$ cat src/rtl/spi_mem_pkg.sv
package spi_mem_pkg;

   typedef enum logic [2:0] {
      ST_OPC, ST_ADDR, ST_RDAT, ST_STAT, ST_WDAT, ST_WSR, ST_LOCK
   } fe_state_t;

   typedef enum logic [2:0] {
      OP_NONE, OP_WEN_SET, OP_WEN_CLR, OP_STAT_RD, OP_STAT_WR, OP_ARR_RD, OP_ARR_WR
   } fe_op_t;

   // upper nibble must be zero, bit 3 is ignored
   function automatic fe_op_t decode_op(input logic [7:0] b);
      fe_op_t r;
      r = OP_NONE;
      if (b[7:4] == 4'h0) begin
         case (b[2:0])
            3'b110:  r = OP_WEN_SET;
            3'b100:  r = OP_WEN_CLR;
            3'b101:  r = OP_STAT_RD;
            3'b001:  r = OP_STAT_WR;
            3'b011:  r = OP_ARR_RD;
            3'b010:  r = OP_ARR_WR;
            default: r = OP_NONE;
         endcase
      end
      return r;
   endfunction

endpackage

$ cat src/rtl/spi_in_sync.sv
module spi_in_sync #(
   parameter int          WIDTH   = 4,
   parameter int          STAGES  = 2,
   parameter logic [WIDTH-1:0] RST_VAL = '0
) (
   input  logic             clk,
   input  logic             rst_n,
   input  logic [WIDTH-1:0] d_i,
   output logic [WIDTH-1:0] q_o
);

   generate
      if (STAGES < 2) begin : g_bad_stages
         $error("spi_in_sync needs at least two stages");
      end
   endgenerate

   logic [STAGES-1:0][WIDTH-1:0] chain;

   always_ff @(posedge clk or negedge rst_n) begin
      if (!rst_n) begin
         for (int i = 0; i < STAGES; i++) chain[i] <= RST_VAL;
      end else begin
         chain[0] <= d_i;
         for (int i = 1; i < STAGES; i++) chain[i] <= chain[i-1];
      end
   end

   assign q_o = chain[STAGES-1];

endmodule

$ cat src/rtl/spi_tx_shift.sv
module spi_tx_shift #(
   parameter int DW = 8
) (
   input  logic          clk,
   input  logic          rst_n,
   input  logic          load_i,
   input  logic          shift_i,
   input  logic [DW-1:0] din_i,
   output logic          so_o
);

   logic [DW-1:0] sr;
   logic          so_q;

   always_ff @(posedge clk or negedge rst_n) begin
      if (!rst_n) begin
         sr   <= '0;
         so_q <= 1'b0;
      end else if (load_i) begin
         so_q <= din_i[DW-1];
         sr   <= {din_i[DW-2:0], 1'b0};
      end else if (shift_i) begin
         so_q <= sr[DW-1];
         sr   <= {sr[DW-2:0], 1'b0};
      end
   end

   assign so_o = so_q;

endmodule

$ cat src/rtl/spi_cmd_fsm.sv
module spi_cmd_fsm
   import spi_mem_pkg::*;
#(
   parameter int AW = 11,
   parameter int PB = 5
) (
   input  logic          clk,
   input  logic          rst_n,
   input  logic          cs_hi_i,
   input  logic          sck_i,
   input  logic          si_i,
   input  logic          hold_n_i,
   input  logic          wr_busy_i,
   input  logic [7:0]    status_i,
   input  logic [7:0]    rd_data_i,
   output logic          held_o,
   output logic          wen_set_o,
   output logic          wen_clr_o,
   output logic          stat_wr_o,
   output logic [7:0]    stat_wdata_o,
   output logic          arr_wr_o,
   output logic [7:0]    arr_wdata_o,
   output logic [AW-1:0] addr_o,
   output logic          tx_load_o,
   output logic          tx_shift_o,
   output logic [7:0]    tx_din_o,
   output logic          so_oe_o
);

   fe_state_t     st;
   logic [15:0]   sh;
   logic [3:0]    cnt;
   logic [2:0]    txcnt;
   logic          tx_live, is_wr, sck_prev;
   logic [AW-1:0] addr_step;

   wire        sck_rise = sck_i & ~sck_prev;
   wire        sck_fall = ~sck_i & sck_prev;
   wire        rise_ok  = sck_rise & ~held_o & ~cs_hi_i;
   wire        fall_ok  = sck_fall & ~held_o & ~cs_hi_i;
   wire        rd_state = (st == ST_RDAT) || (st == ST_STAT);
   wire [7:0]  byte_in  = {sh[6:0], si_i};
   wire [15:0] word_in  = {sh[14:0], si_i};
   fe_op_t     op;
   assign op = decode_op(byte_in);

   generate
      if (AW < 1 || AW > 16 || PB < 0 || PB > AW) begin : g_bad_cfg
         $error("spi_cmd_fsm: AW must be 1..16 and PB 0..AW");
      end
      if (PB == 0 || PB == AW) begin : g_full_inc
         assign addr_step = addr_o + 1'b1;
      end else begin : g_page_inc
         assign addr_step = {addr_o[AW-1:PB], addr_o[PB-1:0] + 1'b1};
      end
   endgenerate

   // pause takes effect only while the serial clock is low
   always_ff @(posedge clk or negedge rst_n) begin
      if (!rst_n)       held_o <= 1'b0;
      else if (cs_hi_i) held_o <= 1'b0;
      else if (!sck_i)  held_o <= ~hold_n_i;
   end

   always_ff @(posedge clk or negedge rst_n) begin
      if (!rst_n) begin
         st           <= ST_OPC;
         sh           <= '0;
         cnt          <= '0;
         txcnt        <= '0;
         tx_live      <= 1'b0;
         is_wr        <= 1'b0;
         sck_prev     <= 1'b0;
         addr_o       <= '0;
         wen_set_o    <= 1'b0;
         wen_clr_o    <= 1'b0;
         stat_wr_o    <= 1'b0;
         arr_wr_o     <= 1'b0;
         stat_wdata_o <= '0;
         arr_wdata_o  <= '0;
      end else begin
         sck_prev  <= sck_i;
         wen_set_o <= 1'b0;
         wen_clr_o <= 1'b0;
         stat_wr_o <= 1'b0;
         arr_wr_o  <= 1'b0;
         if (arr_wr_o) addr_o <= addr_step;
         if (cs_hi_i) begin
            st      <= ST_OPC;
            cnt     <= '0;
            txcnt   <= '0;
            tx_live <= 1'b0;
         end else if (rise_ok) begin
            case (st)
               ST_OPC: begin
                  sh  <= word_in;
                  cnt <= cnt + 4'd1;
                  if (cnt == 4'd7) begin
                     cnt   <= '0;
                     is_wr <= (op == OP_ARR_WR);
                     if (wr_busy_i && op != OP_STAT_RD) st <= ST_LOCK;
                     else begin
                        case (op)
                           OP_WEN_SET: begin wen_set_o <= 1'b1; st <= ST_LOCK; end
                           OP_WEN_CLR: begin wen_clr_o <= 1'b1; st <= ST_LOCK; end
                           OP_STAT_RD: st <= ST_STAT;
                           OP_STAT_WR: st <= ST_WSR;
                           OP_ARR_RD,
                           OP_ARR_WR:  st <= ST_ADDR;
                           default:    st <= ST_LOCK;
                        endcase
                     end
                  end
               end
               ST_ADDR: begin
                  sh  <= word_in;
                  cnt <= cnt + 4'd1;
                  if (cnt == 4'd15) begin
                     cnt    <= '0;
                     addr_o <= word_in[AW-1:0];
                     st     <= is_wr ? ST_WDAT : ST_RDAT;
                  end
               end
               ST_WDAT, ST_WSR: begin
                  sh  <= word_in;
                  cnt <= cnt + 4'd1;
                  if (cnt == 4'd7) begin
                     cnt <= '0;
                     if (st == ST_WDAT) begin
                        arr_wdata_o <= byte_in;
                        arr_wr_o    <= 1'b1;
                     end else begin
                        stat_wdata_o <= byte_in;
                        stat_wr_o    <= 1'b1;
                        st           <= ST_LOCK;
                     end
                  end
               end
               default: ;
            endcase
         end else if (fall_ok && rd_state) begin
            txcnt   <= txcnt + 3'd1;
            tx_live <= 1'b1;
            if (txcnt == 3'd7 && st == ST_RDAT) addr_o <= addr_o + 1'b1;
         end
      end
   end

   assign tx_load_o  = fall_ok & rd_state & (txcnt == 3'd0);
   assign tx_shift_o = fall_ok & rd_state & (txcnt != 3'd0);
   assign tx_din_o   = (st == ST_STAT) ? status_i : rd_data_i;
   assign so_oe_o    = tx_live & ~held_o & rd_state & ~cs_hi_i;

endmodule

$ cat src/rtl/spi_mem_cmd_if.sv
module spi_mem_cmd_if #(
   parameter int ADDR_W      = 11,
   parameter int PAGE_BITS   = 5,
   parameter int SYNC_STAGES = 2
) (
   input  logic              clk,
   input  logic              rst_n,
   input  logic              sck_i,
   input  logic              cs_n_i,
   input  logic              si_i,
   input  logic              hold_n_i,
   output logic              so_o,
   output logic              so_oe_o,
   input  logic              wr_busy_i,
   input  logic [7:0]        status_i,
   input  logic [7:0]        rd_data_i,
   output logic              wen_set_o,
   output logic              wen_clr_o,
   output logic              stat_wr_o,
   output logic [7:0]        stat_wdata_o,
   output logic              arr_wr_o,
   output logic [ADDR_W-1:0] arr_addr_o,
   output logic [7:0]        arr_wdata_o
);

   localparam int NPIN = 4;
   // pin order {hold_n, si, cs_n, sck}; idle pins reset to deselected
   localparam logic [NPIN-1:0] PIN_IDLE = 4'b1010;

   logic [NPIN-1:0] pins_s;
   logic            cs_lvl, held, tx_load, tx_shift;
   logic [7:0]      tx_din;

   spi_in_sync #(.WIDTH(NPIN), .STAGES(SYNC_STAGES), .RST_VAL(PIN_IDLE)) u_sync (
      .clk   (clk),
      .rst_n (rst_n),
      .d_i   ({hold_n_i, si_i, cs_n_i, sck_i}),
      .q_o   (pins_s)
   );

   assign cs_lvl = pins_s[1];

   spi_cmd_fsm #(.AW(ADDR_W), .PB(PAGE_BITS)) u_fsm (
      .clk          (clk),
      .rst_n        (rst_n),
      .cs_hi_i      (cs_lvl),
      .sck_i        (pins_s[0]),
      .si_i         (pins_s[2]),
      .hold_n_i     (pins_s[3]),
      .wr_busy_i    (wr_busy_i),
      .status_i     (status_i),
      .rd_data_i    (rd_data_i),
      .held_o       (held),
      .wen_set_o    (wen_set_o),
      .wen_clr_o    (wen_clr_o),
      .stat_wr_o    (stat_wr_o),
      .stat_wdata_o (stat_wdata_o),
      .arr_wr_o     (arr_wr_o),
      .arr_wdata_o  (arr_wdata_o),
      .addr_o       (arr_addr_o),
      .tx_load_o    (tx_load),
      .tx_shift_o   (tx_shift),
      .tx_din_o     (tx_din),
      .so_oe_o      (so_oe_o)
   );

   spi_tx_shift #(.DW(8)) u_tx (
      .clk     (clk),
      .rst_n   (rst_n),
      .load_i  (tx_load),
      .shift_i (tx_shift),
      .din_i   (tx_din),
      .so_o    (so_o)
   );

endmodule

$ cat config.mk
export PLATFORM = sky130hd
export DESIGN_NAME = spi_mem_cmd_if
export DESIGN_NICKNAME = d
export VERILOG_FILES = /design/src/rtl/spi_mem_pkg.sv /design/src/rtl/spi_in_sync.sv /design/src/rtl/spi_tx_shift.sv /design/src/rtl/spi_cmd_fsm.sv /design/src/rtl/spi_mem_cmd_if.sv
export SDC_FILE = /design/constraint.sdc
export NUM_CORES = 1
export LEC_CHECK = 0
export CORE_MARGIN = 3
export CORE_UTILIZATION = 53
export DETAILED_ROUTE_END_ITERATION = 16
export PLACE_DENSITY = 0.9
export SYNTH_ARGS = -nofsm -noshare
export SYNTH_HDL_FRONTEND = slang
export SYNTH_SLANG_ARGS = --single-unit
$ cat constraint.sdc
create_clock -name clk -period 2.4 [get_ports clk]
set_clock_uncertainty 0.1 [all_clocks]
set_input_delay 0.36 -clock clk [delete_from_list [all_inputs] [get_ports clk]]
set_output_delay 0.36 -clock clk [all_outputs]
set_load 0.005 [all_outputs]
==> summary.md <==
| Metric | Value |
|---|---|
| Hold path startpoint | `u_sync.chain[2]` |
| Synth top cells by count | `dfrtp_1, mux2_2, nand2_1` |
| Setup violators final | `0` |
| Layout filler cell count | `404` |
| Total power | `2.70 mW` |
| FF-to-FF path depth | `5` |
| Slew @ Worst Pin | `633 ps` |
| Final antenna-violating net count | `0` |
| I/O pin total | `56` |
| Die H | `86.2 um` |
| RR Endpoint | `u_fsm.stat_wdata_o[2]` |
| Synth Register Bits | `71` |
| Initial antenna violation count | `0` |
| Grt ovf | `0` |
| Critical Path Start Type | `register` |
| WL final | `7560 um` |
| Power per cell area | `629 mW/mm^2` |
| Top_reg_cell synth | `dfrtp_1` |
| CP Capture Type | `register` |
| Hold_ws | `253 ps` |
| Root buf cell | `clkbuf_8` |
| CP Class | `reg -> reg` |
| Largest net degree at the start of global routing | `38` |
| Post-layout util | `0.710` |
| Sequential fraction of the synthesis area | `0.523` |
| Routability cong. | `0.884` |
| Max-cap violations | `0` |
| Number of enable flip-flop cells after synthesis | `0` |
| Syn_area_per_cell | `11.1 um^2` |
| Sw power | `683 uW` |
| Tmin final | `2180 ps` |
| Area grow syn2layout | `26.2%` |
| Cell taking the most area after synthesis | `dfrtp_1` |
| Final setup TNS | `0 ps` |
| Hold Path End | `u_sync.q_o[2]` |
| Hold Vio Cnt, Final | `0` |
| Clock power frac | `0.389` |
| Non-filler cells in the finished layout | `450` |
| Final Net Count | `398` |
| CTS Buffer Depth | `2` |
| Vias/cell | `5.83` |
| First-pass GRT wire length | `12500 um` |
| Max IR drop VDD | `0.564 mV` |
| ANT cells | `0` |
| Layout cells sized above 1 | `0.205` |
| Clock transition at path regs | `70 ps` |
| Status | `finished, final reports clean` |
| Worst EP arrival | `2310 ps` |
| Placed cells | `429` |
| Worst EP required | `2530 ps` |
| FF-to-FF setup slack | `220 ps` |
| Hold Path Depth | `0` |
| First-pass DRT Iterations | `4` |
| Yosys top cell area share | `0.492` |
| # H-tree levels | `3` |
| Proportion of power drawn by combinational gates | `0.092` |
| Achievable Freq | `459 MHz` |
| Vias in the first global route | `2613` |
| Synth Cell Area | `0.00341 mm^2` |
| Drt wl/cell | `16.8 um` |
| Top-count cell post-synth | `dfrtp_1` |
| R2R Path Start | `u_fsm.cnt[0]` |
| Initial core utilization | `0.562` |
| Cell variety after synth | `56` |
| Global Route Usage Sum | `0.216` |
| Post-synthesis net count | `336` |
| LEAKAGE | `1.93 nW` |
| Inserted Clock Buffers | `9` |
| DR iter-0 viols | `181` |
| Pins over their slew limit | `0` |
| Slew headroom | `0.577` |
| Internal power | `2.02 mW` |
| Number of clock sinks | `71` |
| Hold crit path type | `reg -> reg` |
| CTS tree | `yes` |
| Yosys Warn Count | `0` |
| Port buffer count | `55` |
| Synth area leaders | `dfrtp_1, mux2_2, o21ai_0, nand2_1, dfstp_2` |
| Net Sw Frac | `0.252` |
| # DRC | `0` |
| Fin crit share | `0.907` |
| Clock latency on the worst-skew pair | `340 ps` |
| DPL Wire Length | `5180 um` |
| Site Rows | `28` |
| Core area | `0.00606 mm^2` |
| Die Area | `0.00743 mm^2` |
| Via count | `2623` |
| Unrepaired setup endpoints after global routing | `false` |
| Share of synthesized registers carrying an async set or reset | `1.00` |
| Reg power frac | `0.519` |
| Crit-path max FO | `9` |
| Die W | `86.2 um` |
| Cells after synthesis | `308` |
[flip-flops by register name, summed over array words and instances (netlist names), 3 cells and up]
signal and cells:
u_sync.chain 4, u_fsm.txcnt 3, u_fsm.addr_o 11, u_fsm.st 3, u_fsm.stat_wdata_o 8, u_fsm.sh 10
u_fsm.cnt 4, u_fsm.arr_wdata_o 8, u_tx.sr 7, u_sync.q_o 4
[power by group through the flow]
stage	sequential, mW	combinational, mW	clock (mW)
final	1.40	0.250	1.05
after global routing	1.42	0.276	1.11
after global placement	1.42	0.233	0
after detailed placement	1.42	0.243	0
after floorplan	1.35	0.182	0
after CTS	1.40	0.245	1.07
[critical path, stage by stage (launching register included)]
cell	delay, ps
dfrtp_1	410
ha_1	210
nand2_1	160
nor4_4	250
and4b_1	550
mux2_2	390
[stage by stage]
stage,cell area [um^2],setup slack [ps]
2_1_floorplan,3410,354
3_3_place_gp,4030,336
3_5_place_dp,4030,222
4_1_cts,4270,39.7
5_1_grt,4300,113
6_report,4300,224
[cells by family (layout without fill, tap and decap cells)]
logic type / Yosys count / count (layout) / synth area share
AND/OR/NAND/NOR: 94 / 94 / 0.157
buffers and inverters: 27 / 94 / 0.0338
adder cells (fa/ha/maj): 5 / 5 / 0.0184
multiplexers: 43 / 43 / 0.139
flip-flops: 71 / 71 / 0.523
XOR/XNOR: 8 / 8 / 0.0206
AO/OA/AOI/OAI: 60 / 60 / 0.109
[metal layers]
metal | share of wire | vias to the layer above | wire length (um) | global-route usage
li1 | - | 1237 | - | -
met1 | 0.43 | 1284 | 3250 | 0.284
met2 | 0.50 | 93 | 3780 | 0.351
met3 | 0.054 | 9 | 411 | 0.0513
met4 | 0.015 | 0 | 113 | 0.0807
met5 | 0 | - | 0 | 0
[cell type report]
cell class                      instances  area [um^2]  share of cell area
Sequential cell                        71         1790               0.416
Multi-Input combinational cell        210         1510               0.352
Timing Repair Buffer                   68          648               0.151
Clock buffer                           10          138              0.0320
Tap cell                               75         93.8              0.0218
Clock inverter                          6         83.8              0.0195
Inverter                               10         37.5             0.00872
[worst max path at each step]
| stage | start | cells after the start | end |
|---|---|---|---|
| after floorplan | u_fsm.held_o | 6 | u_fsm.stat_wdata_o[0] |
| after global placement | u_fsm.held_o | 4 | u_fsm.stat_wdata_o[5] |
| after detailed placement | u_fsm.cnt[0] | 5 | u_fsm.stat_wdata_o[7] |
| after CTS | u_fsm.st[1] | 3 | so_oe_o |
| after global routing | u_fsm.cnt[0] | 5 | u_fsm.stat_wdata_o[2] |
| final | u_fsm.cnt[0] | 5 | u_fsm.stat_wdata_o[2] |
[placed cells by master, fill, tap and decap left out, types with 3 or more instances in the layout]
| master | instances |
|---|---|
| a21o_1 | 3 |
| a21oi_1 | 11 |
| buf_4 | 12 |
| clkbuf_8 | 10 |
| clkdlybuf4s50_1 | 53 |
| clkinv_2 | 3 |
| dfrtp_1 | 65 |
| dfstp_2 | 3 |
| ha_1 | 5 |
| inv_1 | 10 |
| mux2_2 | 34 |
| mux2i_1 | 9 |
| nand2_1 | 29 |
| nand2b_1 | 3 |
| nand3_1 | 9 |
| nand4_1 | 4 |
| nor2_1 | 12 |
| nor3_1 | 7 |
| nor4_1 | 4 |
| o21ai_0 | 26 |
| o311ai_0 | 3 |
| xor2_1 | 6 |
[repair_timing]
| item | 4_1_cts | 5_1_grt |
|---|---|---|
| endpoints found under the setup margin | 1 | 1 |
| resized for setup | 2 | 3 |
| buffers inserted | 1 | 3 |
| hold endpoints to repair | 67 | 0 |
| hold buffers | 1 | 0 |
| pin swaps | 0 | 2 |
(Power assumes the default switching activity.)
